$ cat src/rtl/cfg_route_pkg.sv
package cfg_route_pkg;

    localparam int WORD_W  = 32;
    localparam int BUS_W   = 8;
    localparam int DEV_W   = 5;
    localparam int FUNC_W  = 3;
    localparam int REGN_W  = 6;
    localparam int LADDR_W = BUS_W + DEV_W + FUNC_W + REGN_W + 2;

    // one-hot target bit positions
    localparam int T_INT   = 0;
    localparam int T_PCIE0 = 1;
    localparam int T_PCIE1 = 2;
    localparam int T_LINK0 = 3;
    localparam int T_LINK1 = 4;
    localparam int T_DROP  = 5;
    localparam int NUM_TGT = 6;

    typedef struct packed {
        logic              en;
        logic [BUS_W-1:0]  bus;
        logic [DEV_W-1:0]  dev;
        logic [FUNC_W-1:0] func;
        logic [REGN_W-1:0] regn;
    } cfg_word_t;

    typedef struct packed {
        logic [NUM_TGT-1:0] tgt;
        logic [7:0]         b6;
        logic [7:0]         b7;
        logic [7:0]         b8;
        logic [LADDR_W-1:0] laddr;
        logic [WORD_W-1:0]  drop_data;
    } route_t;

    function automatic cfg_word_t unpack_word(input logic [WORD_W-1:0] w);
        cfg_word_t c;
        c.en   = w[31];
        c.bus  = w[23:16];
        c.dev  = w[15:11];
        c.func = w[10:8];
        c.regn = w[7:2];
        return c;
    endfunction

    function automatic logic [WORD_W-1:0] pack_word(input cfg_word_t c);
        return {c.en, 7'b0, c.bus, c.dev, c.func, c.regn, 2'b00};
    endfunction

endpackage

$ cat src/rtl/cfg_addr_reg.sv
module cfg_addr_reg
    import cfg_route_pkg::*;
(
    input  logic              clk,
    input  logic              rst,
    input  logic              wr_en,
    input  logic [WORD_W-1:0] wr_data,
    output cfg_word_t         word_q,
    output logic [WORD_W-1:0] rd_data
);
    logic unused_rsvd;
    assign unused_rsvd = ^{wr_data[30:24], wr_data[1:0]};

    always_ff @(posedge clk) begin
        if (rst) begin
            word_q <= '0;
        end else if (wr_en) begin
            word_q <= unpack_word(wr_data);
        end
    end

    assign rd_data = pack_word(word_q);
endmodule

$ cat src/rtl/cfg_route_logic.sv
module cfg_route_logic
    import cfg_route_pkg::*;
#(
    parameter int INT_DEV_MAX  = 2,
    parameter int INT_FUNC_MAX = 1
) (
    input  cfg_word_t        word,
    input  logic [BUS_W-1:0] sec_bus,
    input  logic [BUS_W-1:0] sub_bus,
    output route_t           route
);
    localparam logic [DEV_W-1:0]  DEV_LIM  = DEV_W'(INT_DEV_MAX);
    localparam logic [FUNC_W-1:0] FUNC_LIM = FUNC_W'(INT_FUNC_MAX);

    logic [NUM_TGT-1:0] tgt;
    logic               is_pcie;
    logic               is_addr;

    always_comb begin
        tgt = '0;
        if (!word.en) begin
            tgt[T_DROP] = 1'b1;
        end else if (word.bus == '0) begin
            if (word.dev <= DEV_LIM) begin
                if (word.func <= FUNC_LIM) tgt[T_INT]  = 1'b1;
                else                       tgt[T_DROP] = 1'b1;
            end else begin
                tgt[T_LINK0] = 1'b1;
            end
        end else if (word.bus == sec_bus) begin
            tgt[T_PCIE0] = 1'b1;
        end else if (word.bus > sec_bus && word.bus <= sub_bus) begin
            tgt[T_PCIE1] = 1'b1;
        end else begin
            tgt[T_LINK1] = 1'b1;
        end
    end

    assign is_pcie = tgt[T_PCIE0] | tgt[T_PCIE1];
    assign is_addr = tgt[T_LINK0] | tgt[T_LINK1] | tgt[T_INT];

    always_comb begin
        route     = '0;
        route.tgt = tgt;
        if (is_pcie) begin
            route.b6 = {word.dev, word.func};
            route.b7 = {word.regn, 2'b00};
            route.b8 = word.bus;
        end
        if (is_addr) begin
            route.laddr = {word.bus, word.dev, word.func, word.regn, 2'b00};
        end
        if (tgt[T_DROP]) begin
            route.drop_data = '1;
        end
    end
endmodule

$ cat src/rtl/cfg_dispatch.sv
module cfg_dispatch
    import cfg_route_pkg::*;
(
    input  logic   clk,
    input  logic   rst,
    input  logic   req_valid,
    output logic   req_ready,
    input  route_t route_in,
    output logic   rsp_valid,
    input  logic   rsp_ready,
    output route_t route_q
);
    assign req_ready = !rsp_valid || rsp_ready;

    always_ff @(posedge clk) begin
        if (rst) begin
            rsp_valid <= 1'b0;
            route_q   <= '0;
        end else if (req_ready) begin
            rsp_valid <= req_valid;
            if (req_valid) route_q <= route_in;
        end
    end
endmodule

$ cat src/rtl/cfg_route_dec.sv
module cfg_route_dec
    import cfg_route_pkg::*;
#(
    parameter int INT_DEV_MAX  = 2,
    parameter int INT_FUNC_MAX = 1
) (
    input  logic                clk,
    input  logic                rst,
    input  logic                reg_wr_en,
    input  logic [WORD_W-1:0]   reg_wr_data,
    output logic [WORD_W-1:0]   reg_rd_data,
    input  logic [BUS_W-1:0]    sec_bus,
    input  logic [BUS_W-1:0]    sub_bus,
    input  logic                req_valid,
    output logic                req_ready,
    output logic                rsp_valid,
    input  logic                rsp_ready,
    output logic [NUM_TGT-1:0]  rsp_target,
    output logic [7:0]          hdr_b6,
    output logic [7:0]          hdr_b7,
    output logic [7:0]          hdr_b8,
    output logic [LADDR_W-1:0]  link_addr,
    output logic [WORD_W-1:0]   drop_rdata
);
    cfg_word_t word_q;
    route_t    route_d;
    route_t    route_q;

    cfg_addr_reg u_reg (
        .clk     (clk),
        .rst     (rst),
        .wr_en   (reg_wr_en),
        .wr_data (reg_wr_data),
        .word_q  (word_q),
        .rd_data (reg_rd_data)
    );

    cfg_route_logic #(
        .INT_DEV_MAX  (INT_DEV_MAX),
        .INT_FUNC_MAX (INT_FUNC_MAX)
    ) u_logic (
        .word    (word_q),
        .sec_bus (sec_bus),
        .sub_bus (sub_bus),
        .route   (route_d)
    );

    cfg_dispatch u_disp (
        .clk       (clk),
        .rst       (rst),
        .req_valid (req_valid),
        .req_ready (req_ready),
        .route_in  (route_d),
        .rsp_valid (rsp_valid),
        .rsp_ready (rsp_ready),
        .route_q   (route_q)
    );

    assign rsp_target = route_q.tgt;
    assign hdr_b6     = route_q.b6;
    assign hdr_b7     = route_q.b7;
    assign hdr_b8     = route_q.b8;
    assign link_addr  = route_q.laddr;
    assign drop_rdata = route_q.drop_data;
endmodule

$ cat config.mk
export PLATFORM = sky130hd
export DESIGN_NAME = cfg_route_dec
export DESIGN_NICKNAME = d
export VERILOG_FILES = /design/src/rtl/cfg_route_pkg.sv /design/src/rtl/cfg_addr_reg.sv /design/src/rtl/cfg_route_logic.sv /design/src/rtl/cfg_dispatch.sv /design/src/rtl/cfg_route_dec.sv
export SDC_FILE = /design/constraint.sdc
export NUM_CORES = 1
export LEC_CHECK = 0
export CORE_MARGIN = 2
export CORE_UTILIZATION = 50
export CTS_CLUSTER_DIAMETER = 30
export DETAILED_ROUTE_END_ITERATION = 8
export DONT_BUFFER_PORTS = 1
export HOLD_SLACK_MARGIN = 0.08
export PLACE_DENSITY = 0.74
export SKIP_LAST_GASP = 1
export SYNTH_ARGS = -nofsm -noshare
export SYNTH_HDL_FRONTEND = slang
export SYNTH_SLANG_ARGS = --single-unit
$ cat constraint.sdc
create_clock -name clk -period 2.4 [get_ports clk]
set_input_delay 0.6 -clock clk [delete_from_list [all_inputs] [get_ports clk]]
set_output_delay 0.6 -clock clk [all_outputs]
set_load 0.1 [all_outputs]
Word-level counts from Yosys, hierarchy flattened --
Cells that the tools add are included.
Word-level totals: register bits after elaboration 110, bits of input ports 53, output and inout port bits 120
Cells by class: order comparisons 4, equal/unequal tests 1, mux-type cells 20, bitwise logic cells 3, reduce and logical (&&, ||, !) cells 5
Operator list (count):
- two-way mux 24 bit | 2
- two-way mux 32 bit | 1
- two-way mux 1 bit | 15
- equality test 8 bit | 1
- greater-than comparator 8 bit | 1
- <= comparator 8 bit | 1
- zero test 8 bit | 1
- <= comparator 5 x 2 -> 1 bit (second input constant) | 1
- two-way mux 5 bit | 1
- <= comparator 3 x 1 -> 1 bit (second input constant) | 1
- bitwise OR 1 bit | 3
- two-way mux 2 bit | 1
- AND reduction 2 bit | 1
- logical AND 1 bit | 1
- zero test 1 bit | 1
- logical OR 1 bit | 1

Logic depth before layout (Yosys ltp) --
Gate-level depths: netlist of the first run.
word-level depth 9, mapped depth 9, mapped depth without buffers 8

Modules after synthesis --
A second synthesis of the first run with hierarchy kept.
Unflattened totals: cells, all modules 671, area total of the unflattened synthesis 6167.2 sq um
Modules (own cells, without submodules):
- cfg_dispatch | instances 1, cells each 396, area an instance 3882.5 sq um, sequential area each 1741.7 sq um
- cfg_route_logic | instances 1, cells each 168, area an instance 1204.9 sq um, sequential area each 0.0 sq um
- cfg_addr_reg | instances 1, cells each 107, area an instance 1079.8 sq um, sequential area each 460.4 sq um

Worst setup path before layout of the first run --
Ideal clock, no wire load.
path type reg-to-reg, from register u_disp.rsp_valid, to register, netlist name u_disp.route_q[78], setup time 0.064 ns, arrival 3.030 ns, data required time 2.336 ns, slack -0.694 ns, stages on the path, launching flop included 8, clock period less this slack 3.094 ns, cells stage by stage dfxtp_1 > nand2b_1 > nand2_1 > nor3_1 > clkbuf_1 > buf_2 > nand4_1 > nand2_1
On the way: longest elaborated chain between the ends 3
RTL lines:
- start: declaration | RTL line cfg_dispatch.sv:9 | output logic rsp_valid,
- start signal: assignment | RTL line cfg_dispatch.sv:20 | rsp_valid <= req_valid;
- zero test 1 bit | RTL line cfg_dispatch.sv:13 | assign req_ready = !rsp_valid || rsp_ready;
- logical OR 1 bit | RTL line cfg_dispatch.sv:13
- via req_ready | RTL line cfg_route_dec.sv:15 | output logic req_ready,
- AND reduction 2 bit (no line)
The timed path passes the listed nets, and every way through them passes these cells. A chain may end at the register's enable or synchronous reset.

==> flow_metrics.py, run 1 <==
metrics = {
    "critical_path": {
        "r2r_slack_ps": 220,
        "crit_type": "register to output port",
        "crit_chain": "buf_16, buf_16",
        "slowest_delay_ps": 1370,
        "worstReg2RegStart": "u_reg.rd_data[19]",
        "crit_buf_inv": 2,
        "cp.required_ps": 1800,
        "cp-start-kind": "register",
        "cp.depth": 2,
        "cpLargestDelayFamily": "buffers and inverters",
        "path_max_fanout": 20,
        "arrival_ps": 2670,
        "slowest_stage": "buf_16",
        "ff2ff_path_depth": 6,
        "cp-end-kind": "output port",
        "r2r_end": "u_disp.route_q[36]",
        "cpMostUsedCell": "buf_16",
        "cp-startpoint": "u_disp.route_q[30]",
        "endpoint": "drop_rdata[19]",
    },
    "detailed_routing": {
        "wl_per_cell_um": 17.8,
        "via_per_inst": 5.72,
        "drt_iter0_drc": 122,
        "dr.pass1.iters": 4,
        "ant_nets": 0,
        "drc_errors": 0,
        "num_vias": 3168,
        "routed_wl_um": 9840,
    },
    "yosys": {
        "synth_xor_xnor_area_share": 0,
        "synth-compound-area-share": 0.179,
        "yosys_warnings": 0,
        "synthMuxAreaShare": 0.0621,
        "synth-simple-area-share": 0.163,
        "synth.distinct_cells": 38,
        "avgSynthCellArea_um2": 8.97,
        "syn_inst": 413,
        "synth_fa_ha_area_frac": 0.0540,
        "synth_area_um2": 3700,
        "synth_top_family_by_area": "compound AO/OA/AOI/OAI gates",
        "ys_ff_latch": 74,
        "synth_seq_area_share": 0.400,
    },
    "floorplan": {
        "die_h_um": 90.1,
        "initial_core_util": 0.514,
        "rows": 31,
        "dieArea_um2": 8110,
        "die_x_um": 90.1,
        "ios": 173,
        "core_area_um2": 7210,
    },
    "sta": {
        "rsz0062_at_grt": "true",
        "fmax_mhz": 306,
        "setup_violations": 24,
        "fin_ws_ps": -865,
        "fin_setup_tns_ps": -10420,
        "slew_viol_final": 0,
        "hold_violations": 0,
        "final.period_utilization": 1.36,
        "fin_crit_ps": 3270,
        "fin_worst_skew_ps": 9.31,
    },
    "flow_run": {
        "cap_violations": 0,
    },
    "final_layout": {
        "drive_gt1_frac": 0.305,
        "diodes": 0,
        "areaGrowthSynthToFinish_pct": 21.8,
        "seq_area_um2": 1510,
        "fin_area_um2": 4510,
        "layout_common_cells": "buf_4, dfxtp_1, nand2_1, nor2_1, nand4_1",
        "nFillCells": 620,
        "layout_commonest_cell": "buf_4",
        "finalNetCount": 519,
        "multi_input_area_um2": 1780,
    },
    "grt": {
        "grt_max_degree": 69,
        "antenna_found_initial": 0,
        "grt_overflow": 0,
        "grt.total_usage": 0.244,
        "grt_pass1_vias": 3041,
        "grt_pass1_wl_um": 15900,
    },
    "place": {
        "placed_area_um2": 4220,
        "dpl_worst_slack_ps": -622,
        "place_congestion": 0.893,
        "hpwl_um": 6940,
        "io_buffers": 0,
    },
    "clock_tree": {
        "cts.sinks": 74,
        "h-tree-depth": 3,
        "cts_buffer_depth": 2,
        "clockRootBuffer": "clkbuf_8",
        "clock_latency_ps": 340,
        "clk_pin_slew_ps": 70,
        "numCtsBuffers": 9,
        "tritoncts": "yes",
    },
    "min_path": {
        "hold_depth": 1,
        "min_path_type": "input port to register",
    },
    "status": {
        "outcome": "complete, but fails checks",
        "violations": "setup timing",
    },
    "power_and_ir_drop": {
        "leakage_nw": 2.03,
        "vdd_drop_max_uv": 386,
        "p_per_area_nw_per_um2": 783,
    },
}
==> through the flow <==
stage,utilization,total power [mW],hold WS (ps),instances
4_1_cts,0.625,3.56,296,554
3_3_place_gp,0.584,2.31,455,537
3_5_place_dp,0.584,2.32,458,537
5_1_grt,0.626,3.65,293,554
6_report,0.626,3.53,317,554
2_1_floorplan,-,2.26,637,425
==> logic make-up (layout without fill, tap and decap cells) <==
family,Yosys count,after routing
other,1,13
buffers and inverters,91,121
AND/OR/NAND/NOR,126,126
adder cells (fa/ha/maj),16,16
multiplexers,23,23
flip-flops,74,74
AO/OA/AOI/OAI,82,82
==> state kept, by name (all words and copies together) (netlist names) <==
name              flops
u_disp.route_q       50
u_disp.rsp_valid      1
u_reg.rd_data        23
==> power by group <==
part / internal, mW / switching (mW)
clock: 0.781 / 0.444
sequential: 1.26 / 0.0311
combinational: 0.156 / 0.862
==> how the worst min path moves through the flow <==
stage	start	end	slack [ps]
after floorplan	u_reg.rd_data[16]	u_disp.route_q[56]	640
after global placement	u_disp.route_q[60]	u_disp.route_q[60]	460
after detailed placement	u_disp.route_q[60]	u_disp.route_q[60]	460
after CTS	rst	u_reg.rd_data[23]	300
after global routing	rst	u_reg.rd_data[23]	290
final	rst	u_disp.rsp_valid	320
==> Yosys cell counts (all sizes together) <==
library cell | number | area, µm²
and2 | 1 | 6.26
a22o | 1 | 8.76
clkbuf | 22 | 82.6
nand4 | 26 | 163
nand3 | 22 | 110
a32oi | 23 | 201
or2 | 2 | 12.5
nor3 | 2 | 10.0
ha | 16 | 200
or4 | 2 | 15.0
buf | 52 | 377
a22oi | 14 | 155
o21ai | 27 | 173
a211o | 1 | 8.76
a21oi | 9 | 48.8
or3 | 1 | 11.3
inv | 17 | 63.8
o31ai | 1 | 7.51
o31a | 1 | 8.76
nor3b | 1 | 7.51
nand2b | 1 | 6.26
dfxtp | 74 | 1480
a211oi | 3 | 35.0
mux2i | 23 | 230
nor2 | 32 | 120
nor2b | 2 | 12.5
o211ai | 2 | 15.0
nor4 | 1 | 6.26
nand2 | 33 | 124
conb | 1 | 3.75
==> cell type report <==
class | instances | area share
Sequential cell | 74 | 0.334
Multi-Input combinational cell | 260 | 0.394
Clock inverter | 4 | 0.0211
Timing Repair Buffer | 88 | 0.172
Inverter | 17 | 0.0141
Clock buffer | 12 | 0.0369
Tap cell | 99 | 0.0274
==> routing by layer <==
| layer | vias to the layer above | global-route usage | routed length (µm) |
|---|---|---|---|
| met3 | 8 | 0.0863 | 877 |
| met1 | 1520 | 0.282 | 3870 |
| met2 | 142 | 0.428 | 4980 |
| li1 | 1498 | - | - |
| met5 | - | 0 | 0 |
| met4 | 0 | 0.0654 | 114 |
==> timing repair <==
item                       4_1_cts  5_1_grt
setup buffers                    1        0
hold buffers                     0        0
setup endpoints to repair       29       29
hold endpoints to repair         0        0
resized for setup                5        1
(Power assumes the default switching activity.)
==> run 2: changes to the inputs <==
--- a/config.mk
+++ b/config.mk
@@ -5,13 +5,15 @@
 export SDC_FILE = /design/constraint.sdc
 export NUM_CORES = 1
 export LEC_CHECK = 0
+export CELL_PAD_IN_SITES_DETAIL_PLACEMENT = 1
+export CELL_PAD_IN_SITES_GLOBAL_PLACEMENT = 1
 export CORE_MARGIN = 2
-export CORE_UTILIZATION = 50
+export CORE_UTILIZATION = 41
 export CTS_CLUSTER_DIAMETER = 30
 export DETAILED_ROUTE_END_ITERATION = 8
 export DONT_BUFFER_PORTS = 1
 export HOLD_SLACK_MARGIN = 0.08
-export PLACE_DENSITY = 0.74
+export PLACE_DENSITY = 0.82
 export SKIP_LAST_GASP = 1
 export SYNTH_ARGS = -nofsm -noshare
 export SYNTH_HDL_FRONTEND = slang
==> run 2 against run 1 <==
Compared with the run above: the flow still finishes with violations (setup timing); via count is 1.1% higher; worst hold slack worse by 7.5 ps; maximum frequency hardly changed; non-clock buffer count is 2 higher; die area is 21% higher; worst setup slack better by 0.88 ps; register-to-register slack better by 70 ps; clock-buffer cell count is 2 lower; cell count is 2.0% higher; power is 11% lower; largest cell class unchanged.
==> flow_metrics.py, run 2 (synthesis gave the netlist of run 1 again) <==
metrics = {
    "grt": {
        "grt.busiest_layer": "met2",
        "antenna_found_initial": 0,
        "grt_pass1_vias": 3379,
        "grt_overflow": 0,
        "grtUsageMet2": 0.420,
        "grt_pass1_wl_um": 17600,
        "grt_max_degree": 69,
        "met3_usage": 0.0837,
        "grt.total_usage": 0.229,
        "grtUsageMet1": 0.249,
    },
    "critical_path": {
        "r2r_end": "u_disp.route_q[37]",
        "cp-start-kind": "register",
        "arrival_ps": 2660,
        "crit_type": "register to output port",
        "worstReg2RegStart": "u_reg.rd_data[20]",
        "r2r_slack_ps": 290,
        "ff2ff_path_depth": 6,
        "path_max_fanout": 20,
        "cp-end-kind": "output port",
        "cp.required_ps": 1800,
    },
    "detailed_routing": {
        "routed_wl_um": 11200,
        "num_vias": 3203,
        "wl_per_cell_um": 19.7,
        "via_per_inst": 5.67,
        "drc_errors": 0,
        "dr.pass1.iters": 5,
        "ant_nets": 0,
        "drt_iter0_drc": 88,
    },
    "final_layout": {
        "fin_area_um2": 4440,
        "nFillCells": 1042,
        "fin_util": 0.507,
        "areaGrowthSynthToFinish_pct": 19.9,
        "regMostFlops": "u_disp.route_q",
        "drive_gt1_frac": 0.309,
        "layout_common_cells": "buf_4, dfxtp_1, nand2_1, nor2_1, nand4_1",
        "finalNetCount": 521,
        "largest_reg_flops": 50,
        "diodes": 0,
        "layout_commonest_cell": "buf_4",
    },
    "clock_tree": {
        "h-tree-depth": 3,
        "tritoncts": "yes",
        "cts.sinks": 74,
        "clk_pin_slew_ps": 80,
        "numCtsBuffers": 9,
        "clock_latency_ps": 350,
        "clockRootBuffer": "clkbuf_8",
        "cts_buffer_depth": 2,
    },
    "place": {
        "place_congestion": 0.891,
        "hpwl_um": 8000,
        "placed_area_um2": 4250,
        "io_buffers": 0,
    },
    "floorplan": {
        "ios": 173,
        "initial_core_util": 0.423,
        "core_area_um2": 8760,
        "dieArea_um2": 9810,
        "die_x_um": 99.1,
        "die_h_um": 99.1,
        "rows": 34,
    },
    "min_path": {
        "hp-start": "rst",
        "min_path_type": "input port to register",
        "hold_path_end": "u_reg.rd_data[21]",
        "hold_depth": 1,
    },
    "sta": {
        "slew_viol_final": 0,
        "fin_worst_skew_ps": 15.1,
        "fin_ws_ps": -864,
        "fmax_mhz": 306,
        "fin_crit_ps": 3260,
        "final.period_utilization": 1.36,
        "setup_violations": 24,
        "rsz0062_at_grt": "true",
        "hold_violations": 0,
    },
    "power_and_ir_drop": {
        "leakage_nw": 1.99,
        "vdd_drop_max_uv": 674,
        "p_per_area_nw_per_um2": 711,
    },
    "flow_run": {
        "cap_violations": 0,
    },
    "status": {
        "violations": "setup timing",
        "outcome": "complete, but fails checks",
    },
}
## run 2: worst max path at each step
stage / to / depth (start not counted) / startpoint
2_1_floorplan: u_disp.route_q[34] / 8 / u_reg.rd_data[23]
3_3_place_gp: drop_rdata[0] / 2 / u_disp.route_q[30]
6_report: drop_rdata[0] / 2 / u_disp.route_q[30]
3_5_place_dp: drop_rdata[0] / 2 / u_disp.route_q[30]
4_1_cts: drop_rdata[0] / 2 / u_disp.route_q[30]
5_1_grt: drop_rdata[0] / 2 / u_disp.route_q[30]
## run 2: per-layer routing
metal	vias up	share of wire
met5	-	0
met4	0	0.0095
met3	10	0.079
met2	121	0.52
met1	1568	0.39
li1	1504	-
## run 2: area by class of cell
type | count | area (µm²) | area share
clock buffers | 10 | 128 | 0.0287
clock inverters | 6 | 41.3 | 0.00930
inverters | 17 | 63.8 | 0.0144
multi-input cells | 260 | 1780 | 0.401
flip-flops and latches | 74 | 1510 | 0.339
well taps | 108 | 135 | 0.0304
repair buffers | 90 | 786 | 0.177
## run 2: worst max-delay path: stages, from the launching register on
cell,delay [ps]
dfxtp_4,370
buf_16,1350
buf_16,530
## run 2: stage by stage
step	cells	worst slack [ps]	power (mW)	hold WS, ps	setup TNS (ps)
floorplan	425	0.0637	2.26	637	0
global placement	548	-639	2.31	453	-5150
detailed placement	548	-643	2.33	470	-5260
CTS	565	-866	3.19	293	-10480
global route	565	-899	3.29	278	-11270
finish	565	-864	3.16	309	-10320
## run 2: where the power goes
part | switching, mW | internal [mW]
registers | 0.0284 | 1.26
logic | 0.872 | 0.155
clock network | 0.471 | 0.375
total | 1.37 | 1.79
## run 2: repair_timing
action                     4_1_cts  5_1_grt
buffers inserted                 1        0
pin swaps                        0        0
hold buffers                     0        0
setup endpoints to repair       29       24
resized for setup                5        0
